<file path="config.mk">
export PLATFORM = sky130hd
export DESIGN_NAME = vgt_vertical_timing
export DESIGN_NICKNAME = d
export VERILOG_FILES = /design/src/rtl/vgt_pkg.sv /design/src/rtl/vgt_phase_cnt.sv /design/src/rtl/vgt_pulse_win.sv /design/src/rtl/vgt_start_ctl.sv /design/src/rtl/vgt_vertical_timing.sv
export SDC_FILE = /design/constraint.sdc
export NUM_CORES = 1
export LEC_CHECK = 0
export ABC_CLOCK_PERIOD_IN_PS = 1600
export BUFFER_PORTS_ARGS = -buffer_cell sky130_fd_sc_hd__buf_2
export CAP_MARGIN = 20
export CORE_MARGIN = 4
export CORE_UTILIZATION = 25
export DETAILED_ROUTE_END_ITERATION = 7
export PLACE_DENSITY_LB_ADDON = 0.08
export RECOVER_POWER = 50
export SYNTH_ARGS = -nofsm -noshare
export SYNTH_HDL_FRONTEND = slang
export SYNTH_SLANG_ARGS = --single-unit
export TNS_END_PERCENT = 50
</file>
<file path="constraint.sdc">
create_clock -name clk -period 1.6 [get_ports clk]
set_input_delay 0.24 -clock clk [delete_from_list [all_inputs] [get_ports clk]]
set_output_delay 0.24 -clock clk [all_outputs]
set_load 0.1 [all_outputs]
</file>
<file path="src/rtl/vgt_pkg.sv">
`timescale 1ns/1ps
package vgt_pkg;

  // Round a duration in ns to the nearest whole clock tick.
  function automatic int unsigned ns2tk(input int unsigned ns, input int unsigned clk_ns);
    return (ns + clk_ns / 2) / clk_ns;
  endfunction

  // Index of each auxiliary window in the window bank.
  localparam int unsigned WIN_ENB = 0;
  localparam int unsigned WIN_PCG = 1;
  localparam int unsigned WIN_CLR = 2;
  localparam int unsigned WIN_N   = 3;

endpackage

</file>
<file path="src/rtl/vgt_phase_cnt.sv">
`timescale 1ns/1ps
module vgt_phase_cnt #(
  parameter int unsigned CW      = 9,
  parameter int unsigned EDGE_AT = 200,
  parameter int unsigned IDLE_AT = 395
) (
  input  logic          clk,
  input  logic          rst_n,
  input  logic          line_stb,
  output logic [CW-1:0] phase,
  output logic          vck_o
);
  localparam logic [CW-1:0] EDGE_V = CW'(EDGE_AT);
  localparam logic [CW-1:0] IDLE_V = CW'(IDLE_AT);

  // The counter parks at IDLE_V and restarts from zero on every line strobe.
  always_ff @(posedge clk) begin
    if (!rst_n)
      phase <= IDLE_V;
    else if (line_stb)
      phase <= '0;
    else if (phase != IDLE_V)
      phase <= phase + 1'b1;
  end

  // Both levels of the shift clock are shift events, so it toggles once per line.
  always_ff @(posedge clk) begin
    if (!rst_n)
      vck_o <= 1'b0;
    else if (phase == EDGE_V)
      vck_o <= ~vck_o;
  end

  AST_VCK_IDLE_HOLD: assert property (@(posedge clk) disable iff (!rst_n)
    (phase == IDLE_V && !line_stb) |=> $stable(vck_o));
endmodule

</file>
<file path="src/rtl/vgt_pulse_win.sv">
`timescale 1ns/1ps
module vgt_pulse_win #(
  parameter int unsigned CW  = 9,
  parameter int unsigned LO  = 0,
  parameter int unsigned HI  = 1
) (
  input  logic          clk,
  input  logic          rst_n,
  input  logic [CW-1:0] phase,
  input  logic          en,
  output logic          pulse_o
);
  localparam logic [CW-1:0] LO_V = CW'(LO);
  localparam logic [CW-1:0] HI_V = CW'(HI);

  // The window is half-open [LO, HI), so the pulse lasts HI-LO ticks.
  always_ff @(posedge clk) begin
    if (!rst_n)
      pulse_o <= 1'b0;
    else
      pulse_o <= en && (phase >= LO_V) && (phase < HI_V);
  end
endmodule

</file>
<file path="src/rtl/vgt_start_ctl.sv">
`timescale 1ns/1ps
module vgt_start_ctl (
  input  logic clk,
  input  logic rst_n,
  input  logic line_stb,
  input  logic frame_stb,
  input  logic dir_down,
  output logic vst_o,
  output logic dwn_o
);
  logic armed;
  logic go;

  assign go = line_stb && (armed || frame_stb);

  always_ff @(posedge clk) begin
    if (!rst_n) begin
      armed <= 1'b0;
      vst_o <= 1'b0;
      dwn_o <= 1'b1;
    end else if (line_stb) begin
      vst_o <= armed || frame_stb;
      armed <= 1'b0;
      if (go)
        dwn_o <= dir_down;
    end else if (frame_stb) begin
      armed <= 1'b1;
    end
  end

  AST_DWN_HOLD: assert property (@(posedge clk) disable iff (!rst_n)
    !go |=> $stable(dwn_o));
  AST_VST_LINE_BOUND: assert property (@(posedge clk) disable iff (!rst_n)
    !line_stb |=> $stable(vst_o));
endmodule

</file>
<file path="src/rtl/vgt_vertical_timing.sv">
`timescale 1ns/1ps
module vgt_vertical_timing #(
  parameter int unsigned CLK_NS     = 20,
  parameter int unsigned VCK_DLY_NS = 4000,
  parameter int unsigned ENB_DLY_NS = 400,
  parameter int unsigned ENB_W_NS   = 3500,
  parameter int unsigned PCG_W_NS   = 1200,
  parameter int unsigned PCG_GAP_NS = 700,
  parameter int unsigned CLR_W_NS   = 3100
) (
  input  logic clk,
  input  logic rst_n,
  input  logic line_stb,
  input  logic frame_stb,
  input  logic dir_down,
  input  logic clr_en,
  output logic vst,
  output logic vck,
  output logic enb,
  output logic pcg,
  output logic clr,
  output logic dwn
);
  import vgt_pkg::*;

  localparam int unsigned EDGE_AT = ns2tk(VCK_DLY_NS, CLK_NS);
  localparam int unsigned ENB_D   = ns2tk(ENB_DLY_NS, CLK_NS);
  localparam int unsigned ENB_W   = ns2tk(ENB_W_NS, CLK_NS);
  localparam int unsigned PCG_W   = ns2tk(PCG_W_NS, CLK_NS);
  localparam int unsigned PCG_GAP = ns2tk(PCG_GAP_NS, CLK_NS);
  localparam int unsigned CLR_W   = ns2tk(CLR_W_NS, CLK_NS);
  localparam int unsigned IDLE_AT = EDGE_AT + ENB_D + ENB_W;
  localparam int unsigned CW      = $clog2(IDLE_AT + 1);

  localparam int unsigned WIN_LO [WIN_N] = '{EDGE_AT + ENB_D,
                                             EDGE_AT - PCG_GAP - PCG_W,
                                             EDGE_AT - CLR_W};
  localparam int unsigned WIN_HI [WIN_N] = '{EDGE_AT + ENB_D + ENB_W,
                                             EDGE_AT - PCG_GAP,
                                             EDGE_AT};

  logic [CW-1:0]    phase;
  logic [WIN_N-1:0] win_en;
  logic [WIN_N-1:0] win_q;

  assign win_en = {clr_en, 1'b1, 1'b1};

  vgt_phase_cnt #(.CW(CW), .EDGE_AT(EDGE_AT), .IDLE_AT(IDLE_AT)) u_phase (
    .clk(clk), .rst_n(rst_n), .line_stb(line_stb), .phase(phase), .vck_o(vck)
  );

  // One window decoder per auxiliary pulse. All of them share the same
  // register stage as the shift clock, so offsets between them are exact.
  for (genvar k = 0; k < WIN_N; k++) begin : g_win
    vgt_pulse_win #(.CW(CW), .LO(WIN_LO[k]), .HI(WIN_HI[k])) u_win (
      .clk(clk), .rst_n(rst_n), .phase(phase), .en(win_en[k]), .pulse_o(win_q[k])
    );
  end

  assign enb = win_q[WIN_ENB];
  assign pcg = win_q[WIN_PCG];
  assign clr = win_q[WIN_CLR];

  vgt_start_ctl u_start (
    .clk(clk), .rst_n(rst_n), .line_stb(line_stb), .frame_stb(frame_stb),
    .dir_down(dir_down), .vst_o(vst), .dwn_o(dwn)
  );

  AST_CLR_GATED: assert property (@(posedge clk) disable iff (!rst_n)
    !clr_en |=> !clr);
  AST_CLR_ON_EDGE: assert property (@(posedge clk) disable iff (!rst_n)
    ($fell(clr) && $past(clr_en)) |-> (vck != $past(vck)));
  AST_PCG_ENB_APART: assert property (@(posedge clk) disable iff (!rst_n)
    !(pcg && enb));
  AST_ENB_QUIET_AT_EDGE: assert property (@(posedge clk) disable iff (!rst_n)
    (vck != $past(vck)) |-> !enb);
endmodule

</file>
==> results of run 1 <==
[registers in the layout, summed over array words and instances (netlist names)]
| signal | cells |
|---|---|
| u_phase.phase | 9 |
| g_win.u_win.pulse_o | 3 |
| u_phase.vck_o | 1 |
| u_start.armed | 1 |
| u_start.dwn_o | 1 |
| u_start.vst_o | 1 |
[cells in the final DEF, fill, tap and decap left out, types with 3 or more instances in the layout]
| cell type | instances |
|---|---|
| sky130_fd_sc_hd__ha_1 | 3 |
| sky130_fd_sc_hd__clkbuf_4 | 4 |
| sky130_fd_sc_hd__o31ai_1 | 3 |
| sky130_fd_sc_hd__nor3_1 | 5 |
| sky130_fd_sc_hd__nor2_1 | 7 |
| sky130_fd_sc_hd__buf_4 | 8 |
| sky130_fd_sc_hd__clkbuf_2 | 3 |
| sky130_fd_sc_hd__nand2_1 | 9 |
| sky130_fd_sc_hd__buf_2 | 8 |
| sky130_fd_sc_hd__inv_1 | 4 |
| sky130_fd_sc_hd__o311ai_0 | 3 |
| sky130_fd_sc_hd__or3_1 | 3 |
| sky130_fd_sc_hd__o21ai_0 | 6 |
| sky130_fd_sc_hd__a21oi_1 | 5 |
| sky130_fd_sc_hd__dfxtp_1 | 16 |
| sky130_fd_sc_hd__nand3_1 | 6 |
[final timing paths]
check                                startpoint  slack, ns  depth (start not counted)                             to
setup / recovery  u_phase.phase[2]$_SDFFE_PP0N_       0.08                          3  u_phase.phase[1]$_SDFFE_PN1P_
hold / removal                         dir_down       0.15                          3     u_start.dwn_o$_SDFFE_PN1P_
setup reg to reg  u_phase.phase[2]$_SDFFE_PP0N_       0.08                          3  u_phase.phase[1]$_SDFFE_PN1P_
hold reg to reg      u_start.dwn_o$_SDFFE_PN1P_       0.48                          2     u_start.dwn_o$_SDFFE_PN1P_
[through the flow]
| step | cell area (sq um) | worst slack, ns |
|---|---|---|
| after global placement | 991 | 0.0403 |
| after floorplan | 855 | -0.0372 |
| final | 1010 | 0.0825 |
| after global routing | 1010 | 0.00707 |
| after detailed placement | 991 | 0.0290 |
| after CTS | 1010 | 0.00879 |
[power by group]
group / switching (mW) / internal, mW
Sequential: 0.0161 / 0.420
Combinational: 0.134 / 0.0682
Clock: 0.138 / 0.0876
[synth_stat cells (all sizes together), types with 3 or more instances]
master | count | area, sq um
or3 | 3 | 18.8
buf | 4 | 26.3
ha | 3 | 37.5
clkbuf | 6 | 22.5
o21ai | 6 | 30.0
o311ai | 3 | 26.3
nor2 | 7 | 26.3
a21oi | 5 | 25.0
nand3 | 6 | 30.0
nand2 | 9 | 33.8
nor3 | 5 | 25.0
o31ai | 3 | 22.5
or4b | 3 | 30.0
dfxtp | 16 | 320
inv | 4 | 15.0
[cells by family (layout without fill, tap and decap cells)]
| group | Yosys count | in the layout | share of synthesized area |
|---|---|---|---|
| mux | 1 | 1 | 0.0117 |
| compound gates | 28 | 28 | 0.227 |
| fa+ha+maj | 3 | 3 | 0.0439 |
| xor+xnor | 2 | 2 | 0.0205 |
| flops | 16 | 16 | 0.375 |
| simple gates | 40 | 40 | 0.247 |
| buf+inv | 14 | 28 | 0.0747 |
[per-layer routing]
metal / share of wire / GRT usage
met1: 0.51 / 0.130
met2: 0.44 / 0.167
met3: 0.036 / 0.0270
met4: 0.018 / 0.0457
met5: 0 / 0
[worst reg2reg max path: stages (launching register included)]
cell,delay [ns]
sky130_fd_sc_hd__dfxtp_1,0.33
sky130_fd_sc_hd__or4b_4,0.58
sky130_fd_sc_hd__or4_1,0.48
sky130_fd_sc_hd__nand3_1,0.09
[layout make-up]
type	instances	area share
flip-flops and latches	16	0.316
repair buffers	21	0.125
well taps	44	0.0543
multi-input cells	74	0.468
clock buffers	3	0.0222
inverters	4	0.0148
[repair_timing]
item	CTS	global route
resized for setup	0	1
hold buffers	0	0
setup endpoints to repair	0	2
==> results_dict.tcl, run 1 <==
set metrics [dict create \
    tritoncts.num_buffers 3 \
    footprint_of_the_multi_input_gates_sq_um 474 \
    detail_route.wirelength_microns 2120 \
    tightestPinTransition_ns 0.537 \
    port-buffer-count 11 \
    period_needed_ns 1.52 \
    core_region_area_sq_mm 0.00315 \
    synth-main-ff-cell "sky130_fd_sc_hd__dfxtp_1" \
    die_w_microns 66.5 \
    antenna_found_initial 0 \
    p_leak_nw 0.417 \
    end_kind "register" \
    final_layout_setup_total_negative_slack_ns 0 \
    worst_hold_path_class "primary input to register" \
    syn_to_final_growth_pct 18.6 \
    edff_count_synth 0 \
    critical_path_class "register to register" \
    vdd_ir_drop_max_v 0.000230 \
    maxCapViolCount 0 \
    via_count 802 \
    seq_area_frac_synth 0.375 \
    cts_root_buffer "sky130_fd_sc_hd__clkbuf_4" \
    final_util 0.321 \
    syn-instance-count 104 \
    tritoncts "yes" \
    timing.critical_path.cells "or4b_4 -> or4_1 -> nand3_1" \
    drt_pass1_iterations 2 \
    final_layout_size_suffix_gt1_frac 0.203 \
    finalWeightedCongestion 0.776 \
    cts_htree_levels 1 \
    start_util 0.271 \
    tritoncts_num_sinks 16 \
    fp.dieArea_sq_mm 0.00442 \
    die_h_microns 66.5 \
    cp_slowest_stage_delay_ns 0.58 \
    layout_worst_path_cycle_share 0.948 \
    fin_skew_ns 0.00152 \
    number_of_standard_cell_rows_in_the_floorplan 20 \
    power.density_mw_per_mm2 852 \
    n_antenna_cell 0 \
    critical_path.top_delay_family "simple AND/OR/NAND/NOR gates" \
    path_max_fanout 7 \
    synth.net_count 113 \
    synth_seq_cells 16 \
    achievable-frequency_mhz 659 \
    vias_per_cell 4.95 \
    per_instance_average_area_after_synthesis_sq_um 8.22 \
    yosysWarnings 0 \
    setup-violations-final 0 \
    flip_flop_and_latch_area_sq_um 320 \
    globalRouteOverflowTotal 0 \
    post_layout_nonfiller_instances 162 \
    final_max_slew_viol_count 0 \
    floorplan.io_pins 12 \
    timing.max_slew.rel_slack 0.643 \
    worst-endpoint-arrival_ns 1.76 \
    post-cts-setup-buffer-count 0 \
    async_flop_share 0 \
    ys_types 32 \
    final_nets 129 \
    cp-start-kind "register" \
    grt_max_degree 12 \
    first_iter_violations 18 \
    filler_cell_count 354 \
    post-dp-hpwl_microns 1540 \
    grt_setup_unrepaired "false" \
    post-place-cells 159 \
    drcViolationCount 0 \
    worst-path-buf-inv 0 \
    critical_path.slowest_cell "sky130_fd_sc_hd__or4b_4" \
    clock_latency_on_the_worst_skew_pair_ns 0.29 \
    cts_max_path_buffers 2 \
    final_hold_viol_count 0 \
    worst_ep_required_time_ns 1.84 \
    cts.reportedPaths.clkPinSlew_ns 0.10 \
    run_status "complete, no violations" \
    grt_first_pass_wirelength_microns 3470 \
    total_power_mw 0.863 \
    grt_usage 0.104 \
    worst_hold_slack_ns 0.150 \
    area_of_the_mapped_netlist_sq_um 855 \
    drtAntennaViolNets 0 \
    post_drt_wl_per_cell_microns 13.1 \
    first_global_vias 748 \
]
(Power assumes the default switching activity.)
==> run 2: changes to the inputs <==
--- a/config.mk
+++ b/config.mk
@@ -8,9 +8,13 @@
 export ABC_CLOCK_PERIOD_IN_PS = 1600
 export BUFFER_PORTS_ARGS = -buffer_cell sky130_fd_sc_hd__buf_2
 export CAP_MARGIN = 20
+export CELL_PAD_IN_SITES_DETAIL_PLACEMENT = 1
+export CELL_PAD_IN_SITES_GLOBAL_PLACEMENT = 1
 export CORE_MARGIN = 4
 export CORE_UTILIZATION = 25
 export DETAILED_ROUTE_END_ITERATION = 7
+export GPL_ROUTABILITY_DRIVEN = 0
+export GPL_TIMING_DRIVEN = 1
 export PLACE_DENSITY_LB_ADDON = 0.08
 export RECOVER_POWER = 50
 export SYNTH_ARGS = -nofsm -noshare
==> run 2 against run 1 <==
  * Global-route usage increased by 1.5 points
  * Flip-flop and latch count unchanged
  * Fmax fell by 0.85%
  * Design area grew 0.86%
  * Clock skew rose by 0.0040 ns
  * Sequential power about the same
  * Via count grew 0.50%
  * Die area stayed put
  * Hold slack improved by 0.0034 ns
  * Count of clock-buffer cells in the layout up 1
==> results_dict.tcl, run 2 (same netlist as run 1, synthesis figures left out) <==
set metrics [dict create \
    run_status "complete, no violations" \
    post-cts-setup-buffer-count 0 \
    post-place-ws_ns 0.0818 \
    post_layout_nonfiller_instances 163 \
    footprint_of_the_multi_input_gates_sq_um 470 \
    syn_to_final_growth_pct 19.6 \
    tightestPinTransition_ns 0.542 \
    grt_setup_unrepaired "false" \
    floorplan.io_pins 12 \
    layout_worst_path_cycle_share 0.957 \
    reg2regPathDepth 3 \
    worst_r2r_startpoint "u_phase.phase[2]$_SDFFE_PP0N_" \
    worst_hold_slack_ns 0.154 \
    cp-start-kind "register" \
    pnr_worst_setup_slack_ns 0.0695 \
    core_region_area_sq_mm 0.00315 \
    final_util 0.324 \
    final_layout_size_suffix_gt1_frac 0.193 \
    start_util 0.271 \
    period_needed_ns 1.53 \
    drcViolationCount 0 \
    n_antenna_cell 0 \
    hold-path-endpoint "g_win[2].u_win.pulse_o$_SDFF_PN0_" \
    path_max_fanout 5 \
    setup-violations-final 0 \
    timing.max_slew.rel_slack 0.640 \
    tritoncts_num_sinks 16 \
    die_w_microns 66.5 \
    critical_path_class "register to register" \
    grt_first_pass_wirelength_microns 4020 \
    drtAntennaViolNets 0 \
    finish.instance_area_sq_mm 0.00102 \
    tritoncts.num_buffers 3 \
    globalRouteOverflowTotal 0 \
    placedInstanceArea_sq_um 991 \
    r2r_slack_ns 0.07 \
    first_global_vias 826 \
    total_power_mw 0.916 \
    post_cts_hold_buffer_count 0 \
    post-dp-hpwl_microns 1770 \
    top_register "u_phase.phase" \
    antenna_found_initial 0 \
    grt_usage 0.119 \
    vdd_ir_drop_max_v 0.000551 \
    drt_pass1_iterations 4 \
    post_drt_wl_per_cell_microns 13.9 \
    end_kind "register" \
    maxCapViolCount 0 \
    first_iter_violations 35 \
    layout.cells.most_common "sky130_fd_sc_hd__dfxtp_1" \
    min_path_cells 3 \
    final_nets 129 \
    vias_per_cell 4.94 \
    fp.dieArea_sq_mm 0.00442 \
    filler_cell_count 412 \
    grt_max_degree 12 \
    detail_route.wirelength_microns 2260 \
    largest_registers_in_the_final_layout "u_phase.phase x9, g_win.u_win.pulse_o x3" \
    cts.reportedPaths.clkPinSlew_ns 0.10 \
    die_h_microns 66.5 \
    cts_max_path_buffers 2 \
    final_max_slew_viol_count 0 \
    power.density_mw_per_mm2 896 \
    p_leak_nw 0.421 \
    worst_hold_path_class "primary input to register" \
    flip_flop_and_latch_area_sq_um 320 \
    worst_ep_required_time_ns 1.84 \
    cts_htree_levels 1 \
    final_cell_mix "sky130_fd_sc_hd__dfxtp_1 (16), sky130_fd_sc_hd__nand2_1 (9), sky130_fd_sc_hd__buf_4 (9), sky130_fd_sc_hd__nor2_1 (7)" \
    achievable-frequency_mhz 653 \
    timing.hold.worst.start "clr_en" \
    port-buffer-count 11 \
    clock_latency_on_the_worst_skew_pair_ns 0.29 \
    largest_reg_flops 9 \
    worst-endpoint-arrival_ns 1.77 \
    post-place-cells 159 \
    cts_root_buffer "sky130_fd_sc_hd__clkbuf_4" \
    fin_skew_ns 0.00556 \
    number_of_standard_cell_rows_in_the_floorplan 20 \
    final_layout_setup_total_negative_slack_ns 0 \
    final_hold_viol_count 0 \
    cts_resized 0 \
    tritoncts "yes" \
    via_count 806 \
    r2r-end "u_phase.phase[1]$_SDFFE_PN1P_" \
]
[run 2: per-layer routing]
layer,GRT usage,vias up,part of all wire
met2,0.196,14,0.46
met4,0.0305,0,0.0080
met1,0.152,379,0.49
met3,0.0354,2,0.036
li1,-,411,-
met5,0,-,0
[run 2: report_power, final]
part           internal (mW)  switching [mW]
sequential             0.420          0.0157
combinational         0.0665           0.137
clock                  0.139           0.139
[run 2: cell type report]
class,instances,area share
Multi-Input combinational cell,74,0.460
Sequential cell,16,0.313
Timing Repair Buffer,21,0.122
Tap cell,44,0.0539
Clock buffer,4,0.0355
Inverter,4,0.0147
[run 2: how the worst max path moves through the flow]
stage / start / to / slack [ns] / cells after the start
2_1_floorplan: u_phase.phase[4]$_SDFFE_PP0N_ / u_phase.phase[1]$_SDFFE_PN1P_ / -0.04 / 5
3_3_place_gp: u_phase.phase[2]$_SDFFE_PP0N_ / u_phase.phase[1]$_SDFFE_PN1P_ / 0.09 / 3
3_5_place_dp: u_phase.phase[2]$_SDFFE_PP0N_ / u_phase.phase[1]$_SDFFE_PN1P_ / 0.08 / 3
4_1_cts: u_phase.phase[2]$_SDFFE_PP0N_ / u_phase.phase[1]$_SDFFE_PN1P_ / 0.06 / 3
5_1_grt: u_phase.phase[2]$_SDFFE_PP0N_ / u_phase.phase[1]$_SDFFE_PN1P_ / 0.004 / 3
6_report: u_phase.phase[2]$_SDFFE_PP0N_ / u_phase.phase[1]$_SDFFE_PN1P_ / 0.07 / 3
[run 2: worst max-delay path: stages (launching register included)]
cell and delay (ns):
sky130_fd_sc_hd__dfxtp_1 0.32, sky130_fd_sc_hd__or4b_1 0.59, sky130_fd_sc_hd__or4_1 0.49, sky130_fd_sc_hd__nand3_1 0.09
==> run 3: changes to the inputs <==
--- a/config.mk
+++ b/config.mk
@@ -11,7 +11,7 @@
 export CELL_PAD_IN_SITES_DETAIL_PLACEMENT = 1
 export CELL_PAD_IN_SITES_GLOBAL_PLACEMENT = 1
 export CORE_MARGIN = 4
-export CORE_UTILIZATION = 25
+export CORE_UTILIZATION = 36
 export DETAILED_ROUTE_END_ITERATION = 7
 export GPL_ROUTABILITY_DRIVEN = 0
 export GPL_TIMING_DRIVEN = 1
==> run 3 against run 2 <==
  * Register-to-register slack improved by 0.03 ns
  * Critical path depth did not move
  * Sequential share of layout area rose by 1.4 points
  * Clock skew barely moved
  * Via count fell by 1.4%
  * Clock power fell by 23%
  * Hold slack improved by 0.014 ns
==> results_dict.tcl, run 3 (same netlist as run 1, synthesis figures left out) <==
set metrics [dict create \
    reg2regPathDepth 3 \
    via_count 795 \
    top_register "u_phase.phase" \
    n_antenna_cell 0 \
    detail_route.wirelength_microns 2080 \
    achievable-frequency_mhz 665 \
    cp-start-kind "register" \
    number_of_standard_cell_rows_in_the_floorplan 17 \
    antenna_found_initial 0 \
    cts_max_path_buffers 2 \
    r2r-end "u_phase.phase[1]$_SDFFE_PN1P_" \
    grt_most_used_layer "met2" \
    end_kind "register" \
    largest_reg_flops 9 \
    vdd_ir_drop_max_v 0.000475 \
    core_region_area_sq_mm 0.00223 \
    grt_util_met3 0.0276 \
    post_cts_hold_buffer_count 0 \
    final_hold_viol_count 0 \
    min_path_cells 3 \
    timing.max_slew.rel_slack 0.639 \
    grt_first_pass_wirelength_microns 3680 \
    hold-path-endpoint "u_start.dwn_o$_SDFFE_PN1P_" \
    drcViolationCount 0 \
    fp.dieArea_sq_mm 0.00322 \
    worst-endpoint-arrival_ns 1.74 \
    final_layout_size_suffix_gt1_frac 0.207 \
    finish.instance_area_sq_um 982 \
    start_util 0.383 \
    floorplan.io_pins 12 \
    largest_registers_in_the_final_layout "u_phase.phase x9, g_win.u_win.pulse_o x3" \
    vias_per_cell 5.52 \
    critical_path.slowest_cell "sky130_fd_sc_hd__or4b_4" \
    path_max_fanout 4 \
    timing.hold.worst.start "dir_down" \
    final_max_slew_viol_count 0 \
    layout_worst_path_cycle_share 0.939 \
    layout.cells.most_common "sky130_fd_sc_hd__dfxtp_1" \
    p_leak_nw 0.408 \
    cts_resized 0 \
    first_global_vias 787 \
    post-dp-hpwl_microns 1610 \
    placedInstanceArea_sq_um 956 \
    tritoncts.num_buffers 3 \
    worst_r2r_startpoint "u_phase.phase[2]$_SDFFE_PP0N_" \
    final_cell_mix "sky130_fd_sc_hd__dfxtp_1 (15), sky130_fd_sc_hd__nand2_1 (9), sky130_fd_sc_hd__nor2_1 (7), sky130_fd_sc_hd__buf_4 (7)" \
    period_needed_ns 1.50 \
    timing.critical_path.cells "or4b_4 -> or4_1 -> nand3_1" \
    critical_path_class "register to register" \
    grt_max_degree 12 \
    clock_latency_on_the_worst_skew_pair_ns 0.28 \
    setup-violations-final 0 \
    maxCapViolCount 0 \
    globalRouteOverflowTotal 0 \
    worst_hold_path_class "primary input to register" \
    cp_slowest_stage_delay_ns 0.55 \
    drt_pass1_iterations 4 \
    met2_global_route_usage 0.221 \
    cts.reportedPaths.clkPinSlew_ns 0.10 \
    post_drt_wl_per_cell_microns 14.4 \
    grt.met1_usage 0.186 \
    first_iter_violations 14 \
    drtAntennaViolNets 0 \
    tritoncts_num_sinks 16 \
    cts_root_buffer "sky130_fd_sc_hd__clkbuf_4" \
    cts_htree_levels 1 \
    final_nets 127 \
    total_power_mw 0.849 \
    grt_usage 0.143 \
    fin_skew_ns 0.00522 \
    die_w_microns 56.7 \
    grt_setup_unrepaired "false" \
    die_h_microns 56.7 \
    tritoncts "yes" \
    syn_to_final_growth_pct 14.9 \
    r2r_slack_ns 0.1 \
    worst_ep_required_time_ns 1.83 \
    run_status "complete, no violations" \
    power.density_mw_per_mm2 865 \
    worst-path-buf-inv 0 \
    port-buffer-count 11 \
    critical_path.top_delay_family "simple AND/OR/NAND/NOR gates" \
    post-cts-setup-buffer-count 0 \
    tightestPinTransition_ns 0.544 \
]
[run 3: worst min-delay path: cells and delay by family]
kind	cells	cell delay, ns
muxes	1	0.05
buffers and inverters	1	0.08
and+or+nand+nor	1	0.05
[run 3: worst max-delay path by stage]
stage	cells past startpoint	from	end	slack [ns]
2_1_floorplan	5	u_phase.phase[4]$_SDFFE_PP0N_	u_phase.phase[1]$_SDFFE_PN1P_	-0.04
3_5_place_dp	3	u_phase.phase[2]$_SDFFE_PP0N_	u_phase.phase[1]$_SDFFE_PN1P_	0.07
6_report	3	u_phase.phase[2]$_SDFFE_PP0N_	u_phase.phase[1]$_SDFFE_PN1P_	0.1
4_1_cts	3	u_phase.phase[2]$_SDFFE_PP0N_	u_phase.phase[1]$_SDFFE_PN1P_	0.05
3_3_place_gp	3	u_phase.phase[2]$_SDFFE_PP0N_	u_phase.phase[1]$_SDFFE_PN1P_	0.11
5_1_grt	4	u_phase.phase[2]$_SDFFE_PP0N_	u_phase.phase[0]$_SDFFE_PN1P_	0.03
[run 3: layout make-up]
type	instances	area [sq um]
Fill cell	292	1250
Multi-Input combinational cell	74	477
Sequential cell	16	322
Timing Repair Buffer	19	111
Tap cell	28	35.0
Clock buffer	3	22.5
Inverter	4	15.0
[run 3: per-layer routing]
layer	up-vias	routed length (microns)
met3	4	73
met4	0	38
li1	402	-
met2	16	979
met5	-	0
met1	373	987
[run 3: power by group]
part           switching (mW)  internal, mW
logic                   0.138        0.0643
registers              0.0140         0.420
clock network           0.126        0.0873
total                   0.278         0.572
[run 3: stage by stage]
stage	util	TNS, ns	setup slack [ns]	hold WS, ns	std cells
6_report	0.440	0	0.0969	0.168	144
5_1_grt	0.440	0	0.0259	0.155	144
4_1_cts	0.438	0	0.0486	0.159	144
3_5_place_dp	0.428	0	0.0723	0.458	141
3_3_place_gp	0.428	0	0.110	0.450	141
2_1_floorplan	-	-0.0372	-0.0372	0.357	104
